--- src/rtl/cfgb_pkg.sv ---
package cfgb_pkg;

  typedef enum logic [1:0] {
    LEN_BYTE = 2'd0,
    LEN_HALF = 2'd1,
    LEN_WORD = 2'd2,
    LEN_BAD  = 2'd3
  } acc_len_e;

  localparam int DW_BITS = 32;
  localparam int NUM_DW  = 13;          // stored dword slots 0x00..0x30
  localparam int IDX_ID    = 0;
  localparam int IDX_CMD   = 1;
  localparam int IDX_CLASS = 2;
  localparam int IDX_HDR   = 3;
  localparam int IDX_BAR0  = 4;
  localparam int NUM_BAR   = 2;
  localparam int IDX_BUS   = 6;
  localparam int IDX_IO    = 7;
  localparam int IDX_MEM   = 8;
  localparam int IDX_PREF  = 9;
  localparam int IDX_PBHI  = 10;
  localparam int IDX_PLHI  = 11;
  localparam int IDX_IOUP  = 12;
  localparam int IDX_CAP   = 13;        // unmapped hole
  localparam int IDX_ROM   = 14;        // reads zero

  localparam logic [31:0] IO_TYPE32 = 32'h0000_0101;

  function automatic bit dw_writable(input int i);
    return (i == IDX_CMD) || (i >= IDX_BAR0 && i <= IDX_IOUP);
  endfunction

  function automatic logic [31:0] dw_reset(input int i, input logic [15:0] vid,
                                           input logic [15:0] did);
    case (i)
      IDX_ID:    return {did, vid};
      IDX_CMD:   return 32'h0010_0000;
      IDX_CLASS: return 32'h0604_0000;
      IDX_HDR:   return 32'h0001_0010;
      IDX_IO:    return IO_TYPE32;
      default:   return 32'h0;
    endcase
  endfunction

endpackage

--- src/rtl/cfgb_merge.sv ---
module cfgb_merge
  import cfgb_pkg::*;
(
  input  logic [31:0] old_i,
  input  logic [31:0] wdata_i,
  input  acc_len_e    len_i,
  input  logic [1:0]  lo_i,
  output logic [31:0] merged_o,
  output logic        len_ok_o
);
  logic [31:0] width_mask;
  logic [31:0] lane_mask;
  logic [31:0] placed;

  always_comb begin
    len_ok_o = 1'b1;
    case (len_i)
      LEN_BYTE: width_mask = 32'h0000_00FF;
      LEN_HALF: width_mask = 32'h0000_FFFF;
      LEN_WORD: width_mask = 32'hFFFF_FFFF;
      default: begin
        width_mask = 32'h0;
        len_ok_o   = 1'b0;
      end
    endcase
    lane_mask = width_mask << {lo_i, 3'b000};
    placed    = (wdata_i & width_mask) << {lo_i, 3'b000};
    merged_o  = (old_i & ~lane_mask) | (placed & lane_mask);
  end
endmodule

--- src/rtl/cfgb_rdmux.sv ---
module cfgb_rdmux
  import cfgb_pkg::*;
#(
  parameter int IDX_W = 6,
  parameter int NDW   = NUM_DW
) (
  input  logic [31:0]      dw_i [NDW],
  input  logic [IDX_W-1:0] idx_i,
  output logic [31:0]      rdata_o,
  output logic             hit_o
);
  always_comb begin
    hit_o   = 1'b0;
    rdata_o = 32'hFFFF_FFFF;
    for (int k = 0; k < NDW; k++) begin
      if (idx_i == IDX_W'(k)) begin
        hit_o   = 1'b1;
        rdata_o = dw_i[k];
      end
    end
    if (idx_i == IDX_W'(IDX_ROM)) begin
      hit_o   = 1'b1;
      rdata_o = 32'h0;
    end
  end
endmodule

--- src/rtl/cfgb_hdr.sv ---
module cfgb_hdr
  import cfgb_pkg::*;
#(
  parameter int          OFF_W     = 8,
  parameter logic [15:0] VENDOR_ID = 16'h1AB3,
  parameter logic [15:0] DEVICE_ID = 16'h2C05
) (
  input  logic             clk,
  input  logic             rst_n,
  input  logic             acc_valid_i,
  input  logic             acc_write_i,
  input  logic [OFF_W-1:0] acc_off_i,
  input  logic [1:0]       acc_len_i,
  input  logic [31:0]      acc_wdata_i,
  output logic             rsp_valid_o,
  output logic [31:0]      rsp_data_o,
  output logic             rsp_err_o,
  output logic [7:0]       sec_bus_o,
  output logic [15:0]      io_win_o,
  output logic [31:0]      io_upper_o,
  output logic [31:0]      mem_win_o,
  output logic [31:0]      pref_win_o,
  output logic [31:0]      pref_base_hi_o,
  output logic [31:0]      pref_lim_hi_o,
  output logic             io_chg_o,
  output logic             mem_chg_o
);
  localparam int IDX_W = OFF_W - 2;

  logic [IDX_W-1:0] idx;
  logic [31:0]      dw [NUM_DW];
  logic [31:0]      rd_word;
  logic             hit;
  logic [31:0]      merged;
  logic             len_ok;
  logic             wr_ok;
  logic [31:0]      wval;

  // response and strobe state
  logic        rsp_valid_q, rsp_valid_d;
  logic [31:0] rsp_data_q,  rsp_data_d;
  logic        rsp_err_q,   rsp_err_d;
  logic        io_chg_q,    io_chg_d;
  logic        mem_chg_q,   mem_chg_d;

  assign idx = acc_off_i[OFF_W-1:2];

  cfgb_rdmux #(.IDX_W(IDX_W), .NDW(NUM_DW)) i_rdmux (
    .dw_i    (dw),
    .idx_i   (idx),
    .rdata_o (rd_word),
    .hit_o   (hit)
  );

  cfgb_merge i_merge (
    .old_i    (rd_word),
    .wdata_i  (acc_wdata_i),
    .len_i    (acc_len_e'(acc_len_i)),
    .lo_i     (acc_off_i[1:0]),
    .merged_o (merged),
    .len_ok_o (len_ok)
  );

  // next-state: write acceptance and stored value
  always_comb begin
    wr_ok = acc_valid_i && acc_write_i && hit && len_ok;
    wval  = merged;
    if (idx == IDX_W'(IDX_IO)) wval = merged | IO_TYPE32;
  end

  for (genvar g = 0; g < NUM_DW; g++) begin : g_dw
    localparam logic [31:0] RST_VAL = dw_reset(g, VENDOR_ID, DEVICE_ID);
    if (dw_writable(g)) begin : g_rw
      logic [31:0] q;
      logic        en;
      assign en = wr_ok && (idx == IDX_W'(g));
      always_ff @(posedge clk or negedge rst_n) begin
        if (!rst_n)  q <= RST_VAL;
        else if (en) q <= wval;
      end
      assign dw[g] = q;
    end else begin : g_ro
      assign dw[g] = RST_VAL;
    end
  end

  always_comb begin
    rsp_valid_d = acc_valid_i;
    rsp_err_d   = acc_valid_i && (!hit || (acc_write_i && !len_ok));
    rsp_data_d  = (acc_valid_i && !acc_write_i) ? rd_word : 32'h0;
    io_chg_d    = wr_ok && ((idx == IDX_W'(IDX_IO)) || (idx == IDX_W'(IDX_IOUP)));
    mem_chg_d   = wr_ok && (idx == IDX_W'(IDX_MEM));
  end

  always_ff @(posedge clk or negedge rst_n) begin
    if (!rst_n) begin
      rsp_valid_q <= 1'b0;
      rsp_data_q  <= 32'h0;
      rsp_err_q   <= 1'b0;
      io_chg_q    <= 1'b0;
      mem_chg_q   <= 1'b0;
    end else begin
      rsp_valid_q <= rsp_valid_d;
      rsp_data_q  <= rsp_data_d;
      rsp_err_q   <= rsp_err_d;
      io_chg_q    <= io_chg_d;
      mem_chg_q   <= mem_chg_d;
    end
  end

  assign rsp_valid_o    = rsp_valid_q;
  assign rsp_data_o     = rsp_data_q;
  assign rsp_err_o      = rsp_err_q;
  assign io_chg_o       = io_chg_q;
  assign mem_chg_o      = mem_chg_q;
  assign sec_bus_o      = dw[IDX_BUS][15:8];
  assign io_win_o       = dw[IDX_IO][15:0];
  assign io_upper_o     = dw[IDX_IOUP];
  assign mem_win_o      = dw[IDX_MEM];
  assign pref_win_o     = dw[IDX_PREF];
  assign pref_base_hi_o = dw[IDX_PBHI];
  assign pref_lim_hi_o  = dw[IDX_PLHI];

endmodule

--- config.mk ---
export PLATFORM = sky130hd
export DESIGN_NAME = cfgb_hdr
export DESIGN_NICKNAME = d
export VERILOG_FILES = /design/src/rtl/cfgb_pkg.sv /design/src/rtl/cfgb_merge.sv /design/src/rtl/cfgb_rdmux.sv /design/src/rtl/cfgb_hdr.sv
export SDC_FILE = /design/constraint.sdc
export NUM_CORES = 1
export LEC_CHECK = 0
export ABC_AREA = 1
export ABC_CLOCK_PERIOD_IN_PS = 3500
export BUFFER_PORTS_ARGS = -buffer_cell sky130_fd_sc_hd__buf_2
export CAP_MARGIN = 20
export CORE_MARGIN = 5
export CORE_UTILIZATION = 55
export CTS_CLUSTER_DIAMETER = 200
export DETAILED_ROUTE_END_ITERATION = 12
export GPL_TIMING_DRIVEN = 0
export HOLD_SLACK_MARGIN = 0.06
export PLACE_DENSITY = 0.85
export SYNTH_ARGS = -nofsm -noshare
export SYNTH_HDL_FRONTEND = slang
export SYNTH_HIERARCHICAL = 1
export SYNTH_SLANG_ARGS = --single-unit
--- constraint.sdc ---
create_clock -name clk -period 3.5 [get_ports clk]
set_input_delay 0.35 -clock clk [delete_from_list [all_inputs] [get_ports clk]]
set_output_delay 0.35 -clock clk [all_outputs]
set_load 0.01 [all_outputs]
* Word level (Yosys, flattened, before mapping)
Cells that the tools add are included.
Word-level totals: bits in registers 356, latch bits 0, RAM bits 0, bits in read-only memories 0, bits of input ports 46, output and inout port bits 220, logic and storage cells 94, memories kept 0
Operators by class: add/sub/neg operators 0, multiply operators 0, divide/modulo/power cells 0, magnitude comparators 0, equal/unequal tests 15, shift operators 2, muxes and demuxes 32, bitwise gates (word level) 5, reduce and logical (&&, ||, !) cells 25
Operators by type and width (number):
- 2-to-1 mux 32 bit | 15
- bitwise AND 32 bit | 3
- case mux 32 bit (3 select lines) | 1
- << shifter 32 x 5 -> 32 bit | 2
- equality test 6 x 4 -> 1 bit (second input constant) | 6
- NOT 32 bit | 1
- bitwise OR 32 bit | 1
- equality test 6 x 3 -> 1 bit (second input constant) | 4
- logical AND 1 bit | 17
- 2-to-1 mux 1 bit | 15
- equality test 6 x 2 -> 1 bit (second input constant) | 2
- 2-to-1 mux 9 bit | 1
- equality test 6 x 1 -> 1 bit (second input constant) | 1
- zero test 6 bit | 1
- zero test 1 bit | 3
- OR reduction 3 bit | 1
- equality test 2 x 1 -> 1 bit (second input constant) | 1
- equality test 2 bit (second input constant) | 1
- zero test 2 bit | 1
- logical OR 1 bit | 2

* Longest topological paths before layout
word-level depth 18, mapped depth 18, gate-level depth less buffers 17

* Modules after synthesis
The synthesis kept the hierarchy.
By module, submodules not included:
- cfgb_hdr | instances 1, cells an instance 1614, area each 14321.2 um^2
- cfgb_rdmux | instances 1, cells an instance 855, area each 3976.3 um^2
- cfgb_merge | instances 1, cells an instance 218, area each 1037.2 um^2

* Worst setup path after synthesis
Ideal clock, no wire load.
kind input-to-reg, from input acc_off_i[7], to register g_dw[5].g_rw.q[17], setup time 0.067 ns, data arrival time 2.271 ns, path slack 1.163 ns, stages on the path 14, path buffers 5, path through nor2_4 -> buf_4 -> nand3_2 -> clkinv_1 -> buf_2 -> nor4_1 -> nand4_1 -> nand2_1 -> nor2_4 -> buf_6 -> buf_2 -> buf_2 -> nand4_1 -> nand2_1
Between the ends: cells in the longest elaborated chain, start to end 18
Ends and longest elaborated chain:
- start, declared | RTL line cfgb_hdr.sv:12 | input logic [OFF_W-1:0] acc_off_i,
- zero test 6 bit | RTL line cfgb_rdmux.sv:16 | if (idx_i == IDX_W'(k)) begin
- 2-to-1 mux 1 bit (13 in a row) | RTL line cfgb_rdmux.sv:16
- 2-to-1 mux 1 bit * | RTL line cfgb_rdmux.sv:21 | if (idx_i == IDX_W'(IDX_ROM)) begin
- named net hit | RTL line cfgb_hdr.sv:33 | logic hit;
- logical AND 1 bit * (2 in a row) | RTL line cfgb_hdr.sv:66 | wr_ok = acc_valid_i && acc_write_i && hit && len_ok;
- logical AND 1 bit * | RTL line cfgb_hdr.sv:76 | assign en = wr_ok && (idx == IDX_W'(g));
- end signal, assigned | RTL line cfgb_hdr.sv:79 | else if (en) q <= wval;
- end, declared | RTL line cfgb_hdr.sv:74 | logic [31:0] q;
Mark *: on every way through the listed nets, which the timed path passes. The rest lies on a longest branch. A chain may end at the register's enable or synchronous reset.

* Final worst setup path
from input acc_off_i[7], to register g_dw[5].g_rw.q[20]
The elaborated chain is that of the path after synthesis.

==> metrics <==
clk buf depth 3; Mapped Cells 2687; Max Cap Viol 0; Sw Share 0.281; Startpoint Class input pin; die area 39000 um2; clock sink total 356; Max transition margin 0.402; Multi-input gate area 9130 um2; Required @ worst endpoint 3990 ps; number of flops mapped to enable cells by yosys 0; ys flop type dfrtp_1; number of port buffers 265; DP HPWL 59400 um; CTS buffer count 41; Slew Limit Fails 0; Worst Skew 25.3 ps; placed instance area 21700 um2; flop-to-flop setup slack 600 ps; final net count 3149; Slowest cell on crit path buf_2; vias in the first global route 19633; DR iter-0 viols 3022; Via Count 21189; commonest non-fill, non-tap cell in the layout nand2_1; Fmax 286 MHz; clk slew on worst S/H paths 60 ps; DR WL met3 10700 um; total area of sequential cells 8910 um2; Int Power 7410 uW; worst setup margin -0.765 ps; vias per std cell 5.91; Core Box Area 34600 um2; first-pass GRT wire length 117000 um; Leak 0.0137 uW; status finished, violations left; post-synthesis sequential area ratio 0.461; Comb pwr share 0.126; CTS tree built; initial antenna violation count 2; yosys warns 6; Critical Path, Cell by Cell buf_2, nor2_4, buf_4, nand3_2, clkinvlp_4, buf_2, nor4_1, nand4_1, buf_4, nand2_1, nor2_4, buf_6, buf_2, buf_2, nand4_1, nand2_1; GRT Util Overall 0.392; commonest cells after routing, fill and taps aside 1088 x nand2_1, 353 x dfrtp_1, 322 x buf_2; Min-Delay Path Class input pin to flip-flop; met1 WL 29800 um; die height 197 um; Syn Std Cell Area 19300 um2; Worst Tran Pin Value 896 ps; I/O pin count 266; Setup CP Type input pin to flip-flop; CP Max Fanout 10; Synth async-reset ratio 1.00; final WL 78600 um; WHS 143 ps; Final Hold Viols 0; Initial DRT Pass Iterations 6; CP arrival 3990 ps; P&R area growth vs syn 20.0%; CTS Root Cell clkbuf_16; Flop pwr share 0.423; Design Area, Final 23200 um2; # fillers 3006; Worst Setup End Kind flip-flop; maximum VDD drop 0.431 mV; WL met2 33800 um; Die X 197 um; DR DRC count 0; DR top layer met5; antenna-violating nets left 0; Clk network pwr share 0.451; largest net degree at the start of global routing 123; Layout Utilization 0.670; total power 10300 uW; Max H-tree Level 2; Syn Area/Cell 7.20 um2; Power Dens Cells 444 nW/um2; layout cells sized above 1 0.181; most frequent cell on the critical path buf_2; Distinct cells, synth 35; flops & latches, synth 356; Starting Density 0.558; period utilisation layout 1.00; total grt overflow 0; Setup WS pre-CTS -864 ps; failing checks setup timing; DR WL/cell 21.9 um; RePlAce Congestion 1.04; Clock Latency Late Sink 580 ps; final setup vio count 1; min Tclk post-route 3500 ps; number of cell rows 68; Max stage delay on crit path 330 ps; switching power 2900 uW
## layer usage
layer | global-route usage | vias up
met5 | 0 | -
met4 | 0.178 | 2
met3 | 0.0839 | 281
met2 | 0.576 | 1633
met1 | 0.561 | 9971
li1 | - | 9302
## metrics by stage
| stage | TNS, ps | std cells |
|---|---|---|
| 3_5_place_dp | -201140 | 3504 |
| 5_1_grt | -10.6 | 3585 |
| 3_3_place_gp | -1883730 | 3501 |
| 4_1_cts | 0 | 3580 |
| 6_report | -0.765 | 3586 |
| 2_1_floorplan | 0 | 2781 |
## cells by family after synthesis
kind of cell    count (synthesis)  share of synthesized area
fa+ha+maj                       3                    0.00194
buf+inv                       373                     0.0852
simple gates                 1863                      0.424
compound gates                 90                     0.0276
other cells                     2                   0.000388
flops                         356                      0.461
## layout make-up
class,instances,share of cell area
Antenna cell,1,0.000108
Sequential cell,356,0.384
Clock inverter,15,0.0103
Timing Repair Buffer,276,0.0640
Clock buffer,58,0.0518
Multi-Input combinational cell,2052,0.394
Tap cell,455,0.0245
Buffer,217,0.0459
Inverter,156,0.0256
## cells in the mapped netlist, types with 12 or more instances
library cell / count / area (um2)
nand2_1: 1088 / 4080
dfrtp_1: 353 / 8830
nor2_1: 242 / 908
nand4_1: 215 / 1350
nand3_1: 168 / 841
inv_1: 134 / 503
clkbuf_1: 121 / 454
or2_2: 62 / 388
buf_2: 58 / 290
o21ai_0: 43 / 215
buf_4: 32 / 240
nor3_1: 26 / 130
inv_2: 20 / 75.1
a21oi_1: 15 / 75.1
or2_0: 14 / 87.6
o221ai_1: 13 / 114
or2_1: 12 / 75.1
## worst paths after layout
kind,startpoint,to,depth (start not counted)
hold / removal,acc_write_i,rsp_data_o[23],4
hold reg to reg,g_dw[6].g_rw.q[26],g_dw[6].g_rw.q[26],2
setup reg to reg,g_dw[1].g_rw.q[31],g_dw[1].g_rw.q[31],13
max in group asynchronous,rst_n,pref_lim_hi_o[26],4
setup / recovery,acc_off_i[7],g_dw[5].g_rw.q[20],16
min in group asynchronous,rst_n,g_dw[1].g_rw.q[3],2
## worst max-delay path, delay by kind of cell
kind / cells / cell delay (ps)
buf+inv: 8 / 2060
simple gates: 8 / 1540
## repair_timing
action                                  in CTS  in global routing
gates resized for setup                      2                 16
pin swaps                                    1                  1
endpoints found under the setup margin     229                164
setup buffers                                1                  5
hold buffers                                 2                  0
endpoints found under the hold margin       62                  0
## registers in the layout (all words and copies together) (netlist names)
name / flops
g_dw.g_rw.q: 160
io_chg_o: 1
io_upper_o: 32
mem_chg_o: 1
mem_win_o: 32
pref_base_hi_o: 32
pref_lim_hi_o: 32
pref_win_o: 32
rsp_data_o: 32
rsp_err_o: 1
rsp_valid_o: 1
## power by group through the flow
stage / Clock [uW] / Combinational (uW) / Sequential (uW)
final: 4650 / 1300 / 4360
after global routing: 4820 / 1390 / 4370
after CTS: 4650 / 1260 / 4350
after detailed placement: 0 / 1250 / 4420
after global placement: 0 / 1220 / 4420
after floorplan: 0 / 612 / 4430
Note: power is estimated with default switching activity, not from simulation.
